## src/rtl/nbc_pkg.sv

```systemverilog
// Package nbc_pkg
// Purpose : shared address-region type and decode for the nibble-RAM
//           bank controller.
// Assumes : a 16-bit CPU address space with 16 KiB ROM windows and an
//           8 KiB external RAM window at 0xA000.
package nbc_pkg;

    typedef enum logic [1:0] {
        RGN_FIXED  = 2'd0,   // 0x0000-0x3FFF: fixed ROM, control writes
        RGN_SWITCH = 2'd1,   // 0x4000-0x7FFF: switchable ROM
        RGN_RAM    = 2'd2,   // 0xA000-0xBFFF: internal RAM window
        RGN_NONE   = 2'd3    // everything else
    } region_e;

    localparam int ROM_WIN_W = 14;   // 16 KiB window offset width

    // Classify a CPU address by its top three bits.
    function automatic region_e decode_region(input logic [2:0] top3);
        case (top3)
            3'b000, 3'b001: decode_region = RGN_FIXED;
            3'b010, 3'b011: decode_region = RGN_SWITCH;
            3'b101:         decode_region = RGN_RAM;
            default:        decode_region = RGN_NONE;
        endcase
    endfunction

endpackage

```

## src/rtl/nbc_ctrl_regs.sv

```systemverilog
// Module  : nbc_ctrl_regs
// Purpose : holds the RAM-enable flag and the ROM bank register. It wraps
//           bank writes modulo the bank count and forces a zero result to 1.
// Assumes : wr_en is asserted only for writes in the control range. sel_bank
//           is address bit 8. bank_count lies in 1..2**BANK_W.
module nbc_ctrl_regs #(
    parameter int BANK_W = 4
) (
    input  logic              clk,
    input  logic              rst_n,
    input  logic              wr_en,
    input  logic              sel_bank,
    input  logic [3:0]        wnib,
    input  logic [BANK_W:0]   bank_count,
    output logic              ram_on,
    output logic [BANK_W-1:0] bank_q
);
    localparam logic [3:0] NIB_OFF = 4'h0;
    localparam logic [3:0] NIB_ON  = 4'hA;
    localparam logic [BANK_W-1:0] BANK_ONE = BANK_W'(1);

    logic [BANK_W:0]   raw_bank;
    logic [BANK_W:0]   wrapped;
    logic [BANK_W-1:0] bank_next;

    // Wrap the requested bank modulo the count and replace 0 with 1.
    always_comb begin
        raw_bank  = (BANK_W+1)'(wnib);
        wrapped   = (bank_count == '0) ? raw_bank : (raw_bank % bank_count);
        bank_next = (wrapped == '0) ? BANK_ONE : wrapped[BANK_W-1:0];
    end

    // Load the bank register on a bank-select write.
    always_ff @(posedge clk) begin
        if (!rst_n)                  bank_q <= BANK_ONE;
        else if (wr_en && sel_bank)  bank_q <= bank_next;
    end

    // Update the enable flag on the two recognised nibble values only.
    always_ff @(posedge clk) begin
        if (!rst_n) begin
            ram_on <= 1'b0;
        end else if (wr_en && !sel_bank) begin
            if (wnib == NIB_OFF)     ram_on <= 1'b0;
            else if (wnib == NIB_ON) ram_on <= 1'b1;
        end
    end

    assert_bank_nonzero_R3: assert property (@(posedge clk) disable iff (!rst_n)
        bank_q != '0);

    assert_bank_load_R3: assert property (@(posedge clk) disable iff (!rst_n)
        (wr_en && sel_bank && wnib != 4'h0 && (BANK_W+1)'(wnib) < bank_count)
        |=> bank_q == BANK_W'($past(wnib)));

    assert_en_hold_R2: assert property (@(posedge clk) disable iff (!rst_n)
        (wr_en && !sel_bank && wnib != NIB_OFF && wnib != NIB_ON) |=> $stable(ram_on));

    assert_en_set_R2: assert property (@(posedge clk) disable iff (!rst_n)
        (wr_en && !sel_bank && wnib == NIB_ON) |=> ram_on);

    assert_bank_keep_R1: assert property (@(posedge clk) disable iff (!rst_n)
        (!(wr_en && sel_bank)) |=> $stable(bank_q));

endmodule

```

## src/rtl/nbc_nibble_ram.sv

```systemverilog
// Module  : nbc_nibble_ram
// Purpose : internal RAM of DEPTH locations, each NIB_W bits wide. It has
//           a synchronous write and a combinational read.
// Assumes : the caller supplies an address already reduced to AW bits and
//           gates we with the enable flag. The contents are not reset.
module nbc_nibble_ram #(
    parameter int DEPTH = 512,
    parameter int NIB_W = 4,
    localparam int AW   = $clog2(DEPTH)
) (
    input  logic             clk,
    input  logic             we,
    input  logic [AW-1:0]    addr,
    input  logic [NIB_W-1:0] din,
    output logic [NIB_W-1:0] dout
);
    logic [NIB_W-1:0] mem [DEPTH];

    // Store one nibble on a gated write.
    always_ff @(posedge clk) begin
        if (we) mem[addr] <= din;
    end

    // Return the addressed location.
    assign dout = mem[addr];

endmodule

```

## src/rtl/nbc_rom_map.sv

```systemverilog
// Module  : nbc_rom_map
// Purpose : forms the linear ROM address. The fixed window maps to bank 0
//           and the switchable window to the current bank.
// Assumes : the region has been decoded from the same address. Addresses
//           outside both ROM windows yield zero.
module nbc_rom_map #(
    parameter int BANK_W = 4,
    parameter int WIN_W  = nbc_pkg::ROM_WIN_W,
    localparam int OUT_W = BANK_W + WIN_W
) (
    input  nbc_pkg::region_e  region,
    input  logic [WIN_W-1:0]  offset,
    input  logic [BANK_W-1:0] bank,
    output logic [OUT_W-1:0]  rom_addr
);
    import nbc_pkg::*;

    // Choose the bank field according to the window.
    always_comb begin
        case (region)
            RGN_FIXED:  rom_addr = {{BANK_W{1'b0}}, offset};
            RGN_SWITCH: rom_addr = {bank, offset};
            default:    rom_addr = '0;
        endcase
    end

endmodule

```

## src/rtl/nibble_bank_ctrl.sv

```systemverilog
// Module  : nibble_bank_ctrl
// Purpose : top level of the nibble-RAM bank controller. It decodes the CPU
//           address, steers control writes by address bit 8, maps the ROM
//           windows and serves the mirrored nibble RAM.
// Assumes : the bus is single-cycle and writes commit on the rising edge.
//           bank_count lies in 1..2**BANK_W and is held steady during writes.
module nibble_bank_ctrl #(
    parameter int BANK_W    = 4,
    parameter int RAM_DEPTH = 512,
    parameter int NIB_W     = 4,
    localparam int WIN_W    = nbc_pkg::ROM_WIN_W,
    localparam int ROM_AW   = BANK_W + WIN_W,
    localparam int RAM_AW   = $clog2(RAM_DEPTH)
) (
    input  logic              clk,
    input  logic              rst_n,
    input  logic [15:0]       bus_addr,
    input  logic [7:0]        bus_wdata,
    input  logic              bus_wr,
    input  logic [BANK_W:0]   bank_count,
    output logic [ROM_AW-1:0] rom_addr,
    output logic [7:0]        ram_rdata
);
    import nbc_pkg::*;

    region_e           region;
    logic [3:0]        wnib;
    logic              ctrl_wr;
    logic              ram_we;
    logic              ram_on;
    logic [BANK_W-1:0] bank_q;
    logic [NIB_W-1:0]  ram_dout;

    // Decode the region and qualify write strobes.
    always_comb begin
        region  = decode_region(bus_addr[15:13]);
        wnib    = 4'(bus_wdata & 8'h0F);
        ctrl_wr = bus_wr && (region == RGN_FIXED);
        ram_we  = bus_wr && (region == RGN_RAM) && ram_on;
    end

    nbc_ctrl_regs #(.BANK_W(BANK_W)) u_regs (
        .clk        (clk),
        .rst_n      (rst_n),
        .wr_en      (ctrl_wr),
        .sel_bank   (bus_addr[8]),
        .wnib       (wnib),
        .bank_count (bank_count),
        .ram_on     (ram_on),
        .bank_q     (bank_q)
    );

    nbc_nibble_ram #(.DEPTH(RAM_DEPTH), .NIB_W(NIB_W)) u_ram (
        .clk  (clk),
        .we   (ram_we),
        .addr (bus_addr[RAM_AW-1:0]),
        .din  (wnib[NIB_W-1:0]),
        .dout (ram_dout)
    );

    nbc_rom_map #(.BANK_W(BANK_W), .WIN_W(WIN_W)) u_map (
        .region   (region),
        .offset   (bus_addr[WIN_W-1:0]),
        .bank     (bank_q),
        .rom_addr (rom_addr)
    );

    // Return the zero-extended nibble only for an enabled RAM window.
    always_comb begin
        if (region == RGN_RAM && ram_on) ram_rdata = {{(8-NIB_W){1'b0}}, ram_dout};
        else                              ram_rdata = 8'hFF;
    end

    assert_count_valid_R3: assert property (@(posedge clk) disable iff (!rst_n)
        bank_count != '0 && bank_count <= (BANK_W+1)'(1 << BANK_W));

    assert_disabled_ff_R8: assert property (@(posedge clk) disable iff (!rst_n)
        (region == RGN_RAM && !ram_on) |-> ram_rdata == 8'hFF);

    assert_upper_zero_R7: assert property (@(posedge clk) disable iff (!rst_n)
        (region == RGN_RAM && ram_on) |-> ram_rdata[7:4] == 4'h0);

    assert_fixed_window_R5: assert property (@(posedge clk) disable iff (!rst_n)
        (bus_addr[15:14] == 2'b00) |-> rom_addr == ROM_AW'(bus_addr[13:0]));

    assert_readback_R7: assert property (@(posedge clk) disable iff (!rst_n)
        ram_we |=> (!$stable(bus_addr) || !ram_on ||
                    ram_rdata == {4'h0, $past(bus_wdata[3:0])}));

    assert_outside_ff_R11: assert property (@(posedge clk) disable iff (!rst_n)
        (bus_addr[15:13] != 3'b101) |-> ram_rdata == 8'hFF);

endmodule

```

## config.mk

```make
export PLATFORM = sky130hd
export DESIGN_NAME = nibble_bank_ctrl
export DESIGN_NICKNAME = d
export VERILOG_FILES = /design/src/rtl/nbc_pkg.sv /design/src/rtl/nbc_ctrl_regs.sv /design/src/rtl/nbc_nibble_ram.sv /design/src/rtl/nbc_rom_map.sv /design/src/rtl/nibble_bank_ctrl.sv
export SDC_FILE = /design/constraint.sdc
export NUM_CORES = 2
export LEC_CHECK = 0
export BUFFER_PORTS_ARGS = -buffer_cell sky130_fd_sc_hd__buf_2
export CAP_MARGIN = 0
export CORE_UTILIZATION = 45
export DETAILED_ROUTE_END_ITERATION = 12
export GPL_ROUTABILITY_DRIVEN = 0
export HOLD_SLACK_MARGIN = 0.02
export PLACE_DENSITY_LB_ADDON = 0.1
export SYNTH_ARGS = -nofsm -noshare
export SYNTH_HDL_FRONTEND = slang
export SYNTH_SLANG_ARGS = --single-unit
```

## constraint.sdc

```tcl
create_clock -name clk -period 10.95 [get_ports clk]
set_input_delay 0.5475 -clock clk [delete_from_list [all_inputs] [get_ports clk]]
set_output_delay 0.5475 -clock clk [all_outputs]
set_load 0.02 [all_outputs]
```

# Word level (Yosys, flattened, before mapping)
# Memory sizes are Yosys's and may differ from the RTL's.
# Index checks and enable logic that the tools add are counted.
[classes]
n_eq_ne = 7
n_addsub = 0
n_reduce_logical = 16
n_shift = 0
n_div = 1
multipliers = 0
bitwise_logic = 0
order_cmp = 0
muxes = 9
[op_table]
columns = ["operator", "count"]
rows = [
  ["18-bit one-hot mux with 2 select lines", 1],
  ["5-bit logical NOT", 2],
  ["8-bit two-way mux", 1],
  ["3-bit by 2-bit == test with 1-bit output (second input constant)", 2],
  ["1-bit logical AND", 6],
  ["2-bit one-hot mux with 3 select lines", 1],
  ["4-bit by 5-bit modulo with 5-bit output", 1],
  ["5-bit two-way mux", 1],
  ["4-bit == test (second input constant)", 1],
  ["4-bit logical NOT", 1],
  ["1-bit two-way mux", 4],
  ["4-bit two-way mux", 1],
  ["2-bit OR reduction", 2],
  ["3-bit by 1-bit == test with 1-bit output (second input constant)", 1],
  ["3-bit == test (second input constant)", 1],
  ["3-bit logical NOT", 1],
  ["2-bit by 1-bit == test with 1-bit output (second input constant)", 1],
  ["2-bit == test (second input constant)", 1],
  ["2-bit logical NOT", 1],
  ["2-bit AND reduction", 1],
  ["2-bit nonzero test", 1],
  ["1-bit logical NOT", 1],
]
[word_totals]
latchBits = 0
mem_count = 1
romBits = 0
ramBits = 2048
ff_bits = 5
elab_cells = 36
input_bits = 32
[memory_table]
columns = ["name", "words", "word_bits", "read_ports", "rd_ports_with_merged_regs", "write_ports", "line", "rtl"]
rows = [
  ["u_ram.mem", 512, 4, 1, 0, 1, "nbc_nibble_ram.sv:17", "logic [NIB_W-1:0] mem [DEPTH];"],
]

# Longest topological paths before layout
[logic_depth]
word_depth = 8
ltp_mapped = 25

# By module
# A second synthesis with hierarchy kept.
[unflattened]
hier_cells = 4321
area_unflattened_um2 = 82103.7
[by_module_without_submodules]
columns = ["module", "cells_per_inst", "area_each_um2", "seq_area_each_um2", "n_inst"]
rows = [
  ["nbc_nibble_ram", 4148, 80805.0, 61499.0, 1],
  ["nbc_ctrl_regs", 140, 1049.8, 100.1, 1],
  ["nbc_rom_map", 19, 148.9, 0.0, 1],
  ["nibble_bank_ctrl", 14, 100.1, 0.0, 1],
]

# Worst setup path before layout
# Ideal clock, no wire load.
[synth_timing]
path_type = "input port to flip-flop"
from = "input port bank_count[1]"
to = "register u_regs.bank_q[0]"
setup_slack_ps = 5516
stages = 24
n_path_buf = 0
arrival_time_ps = 5305
t_required_ps = 10821
cell_sequence = "inv_1 ha_1 a21o_1 a21oi_1 a21oi_1 ha_1 o21a_1 o21a_1 o21ai_0 mux2i_1 inv_1 ha_1 nor2b_1 o21ai_0 a311oi_1 mux2i_1 ha_1 a21o_1 a21oi_1 o21ai_0 nor3_1 o22ai_1 o211ai_1 o211ai_1"
[synth_between]
elab_chain_cells = 4
elab_cells_between_ends = 5
[synth_lines]
columns = ["item", "line", "rtl"]
rows = [
  ["from (decl)", "nibble_bank_ctrl.sv:20", "input logic [BANK_W:0] bank_count,"],
  ["4-bit by 5-bit modulo with 5-bit output or 5-bit logical NOT (tied branches)", "nbc_ctrl_regs.sv:29", "wrapped = (bank_count == '0) ? raw_bank : (raw_bank % bank_count);"],
  ["5-bit two-way mux *", "nbc_ctrl_regs.sv:29", ""],
  ["5-bit logical NOT", "nbc_ctrl_regs.sv:30", "bank_next = (wrapped == '0) ? BANK_ONE : wrapped[BANK_W-1:0];"],
  ["4-bit two-way mux *", "nbc_ctrl_regs.sv:30", ""],
  ["to (signal assigned)", "nbc_ctrl_regs.sv:36", "else if (wr_en && sel_bank) bank_q <= bank_next;"],
  ["to (decl)", "nbc_ctrl_regs.sv:16", "output logic [BANK_W-1:0] bank_q"],
]
# Mark *: on every way between the ends. The rest lies on a longest branch, timed or not.
# A chain may end at the register's enable or synchronous reset.

# Final worst setup path
[layout_timing]
from = "input port bus_addr[0]"
to = "output port ram_rdata[3]"
[layout_between]
elab_chain_cells = 2
[layout_lines]
columns = ["item", "line", "rtl"]
rows = [
  ["from (decl)", "nibble_bank_ctrl.sv:17", "input logic [15:0] bus_addr,"],
  ["memory read 512 x 4 bit", "-", ""],
  ["8-bit two-way mux", "nibble_bank_ctrl.sv:70", "if (region == RGN_RAM && ram_on) ram_rdata = {{(8-NIB_W){1'b0}}, ram_dout};"],
  ["to (decl)", "nibble_bank_ctrl.sv:22", "output logic [7:0] ram_rdata"],
]
# Every way passes these cells.

==> impl_metrics.toml <==
[final_layout]
nNetsFinal = 4391
drive_gt1_share_pct = 21.0
area_growth_pct = 11.9
final_cell_mix = "edfxtp_1 (2048), nor2_1 (552), mux4_2 (450)"
finalInstanceArea_sq_um = 91500
stdcell_count = 6885
layout_commonest_cell = "edfxtp_1"
filler_cell_count = 14500

[timing]
setup_tns_ns = 0
fin_crit_ns = 6.31
max_freq_mhz = 158
final.setup_skew_ns = 0.0236
fin_crit_sh_pct = 57.6
maxSlewViolCount = 0
setup_viol_count_final = 0
hold_violations = 0
rsz0062_at_grt = "false"
tightestPinTransition_ns = 1.37
fin_hold_ws_ns = 0.0962
maxSlewHeadroom_pct = 7.97

[pwr]
totalPowerFinal_mw = 16.6
comb_power_share_pct = 5.2
switching_share_pct = 21.9
p_sw_mw = 3.63
power_frac_seq_pct = 52.0
power_density_nw_per_um2 = 181
internal_power_mw = 13.0
vdd_ir_drop_max_mv = 0.147
p_leak_nw = 28.4
pwr-share-clk_pct = 42.7

[setup_path]
cp.arrival_ns = 5.76
start_kind = "input pin"
endpoint_kind = "output port"
worst-setup-path-type = "in -> out"
worstPathRequired_ns = 10.40
cp_max_fo = 73
r2r_cells = 6

[routing]
ant_nets = 0
avgRoutedWirePerCell_microns = 33.9
firstDrtPassIters = 7
routed_via_density = 6.16
vias = 42400
drc_errors = 0
drt_iter0_drc = 4891
wirelength_mm = 233

[logic_synthesis]
ys_seq_area_share_pct = 75.3
async_flop_share_pct = 0
syn_nets = 4299
syn_area_sq_um = 81800
syn_area_per_cell_sq_um = 19.2
syn_inst = 4250
synth_top_area_share_pct = 75.2
synth_top_area_cell = "edfxtp_1"
yosys-top-cells-area = "edfxtp_1 (75%), mux4_2 (12%), nor2_1 (2.6%)"
yosys_warnings = 0
synth_seq_cells = 2053
synth-edff-count = 2048
yosysUniqueCellTypes = 63
synthFlopType = "edfxtp_1"

[run]
max_cap_viol_count = 0

[worst_hold_path]
hp-class = "in -> reg"
holdPathStages = 1

[placement]
detailed_place_hpwl_mm = 135
placed_cells = 6499
port_buffers = 53
placed_area_sq_um = 84800

[floorplanning]
placementRows = 156
core_sq_um = 181000
die_y_microns = 428
initial_core_util_pct = 45.3
dieArea_sq_um = 183000
die_w_microns = 428
ios = 58

[clocking]
root_buffer = "clkbuf_16"
path_clk_slew_ns = 0.07
htree_num_levels = 4
cts.path.max_buffers = 3
cts_tree = "yes"
clkSinkCount = 2053
clk_latency_ns = 0.84
cts_buffers = 210

[global_routing]
grt_remaining_overflow = 0
grt_pass1_wl_mm = 329
grt_pass1_vias = 42800
antenna_found_initial = 10
grt_max_degree = 174
track_usage_pct = 25.5

[status]
status = "complete, no violations"
timing repair:
item	4_1_cts	5_1_grt
resized for setup	0	0
endpoints found under the hold margin	5	0
hold buffers	1	0
buffers inserted	0	0
power groups by stage:
stage,clock (mW),combinational (mW),sequential [mW]
floorplan,0,0.448,8.81
global placement,0,0.866,8.81
detailed placement,0,0.873,8.81
CTS,7.20,0.875,8.64
global route,7.47,0.910,8.64
finish,7.10,0.870,8.64
synthesized netlist by cell type, drive strengths merged (17+ instances only):
cell    number
a221oi      26
a21oi       66
buf        133
o21ai       35
nand2      132
a22oi      122
nor3        20
a31oi       18
nand3       31
nor2       559
clkbuf     152
a22o        17
mux4       454
a211oi      19
edfxtp    2048
nor2b       25
nand4       17
mux2i      181
routing by layer:
metal / GRT usage (%) / wire length (microns) / vias to the layer above / part of all wire, %
met5: 0 / 0 / - / 0
met3: 4.28 / 16800 / 372 / 7.2
met1: 36.3 / 98100 / 22700 / 42
li1: - / - / 17500 / -
met4: 8.13 / 7420 / 0 / 3.2
met2: 40.3 / 111000 / 1794 / 48
through the flow:
step	setup slack [ns]	util [%]
after CTS	4.66	50.7
final	4.64	50.7
after detailed placement	4.15	47.0
after global routing	4.47	50.7
after global placement	4.04	47.0
after floorplan	5.52	-
final timing paths:
path                                 start                       endpoint  slack, ns
max                            bus_addr[0]                   ram_rdata[3]       4.64
min                           bus_wdata[1]    u_ram.mem[440][1]$_DFFE_PP_        0.1
max reg2reg     u_regs.ram_on$_SDFFE_PN0P_    u_ram.mem[422][0]$_DFFE_PP_       7.06
min reg2reg  u_regs.bank_q[2]$_SDFFE_PN0P_  u_regs.bank_q[2]$_SDFFE_PN0P_       0.50
registers in the layout (all words and copies together) (netlist names):
name           count
u_regs.bank_q      4
u_ram.mem       2048
u_regs.ram_on      1
critical path, cell delays in order:
cell,delay [ns]
buf_8,0.44
buf_12,0.50
buf_4,0.54
mux4_2,0.60
a22oi_1,0.16
a211oi_1,0.17
nor4_1,1.13
nand3_1,0.20
or4_1,0.68
a311o_1,0.46
buf_2,0.20
cells by family after synthesis:
logic type / after synthesis / share of synthesized area, %
DFF: 2053 / 75.3
other: 1 / 0.00459
adders and majority gates: 17 / 0.269
AOI/OAI and AO/OA: 390 / 3.38
xor gates and xnor gates: 7 / 0.0750
muxes: 645 / 14.9
and+or+nand+nor: 832 / 4.19
buffers and inverters: 305 / 1.89
final cells by class:
class | instances | area (sq um) | share of cell area, %
inverters | 20 | 80.1 | 0.0875
multi-input cells | 1892 | 18800 | 20.6
repair buffers | 165 | 1300 | 1.42
well taps | 2370 | 2970 | 3.24
flip-flops and latches | 2053 | 61600 | 67.3
clock inverters | 128 | 1220 | 1.33
diodes | 1 | 2.50 | 0.00273
clock buffers | 256 | 5510 | 6.02
Power figures use the tool's default switching activity.
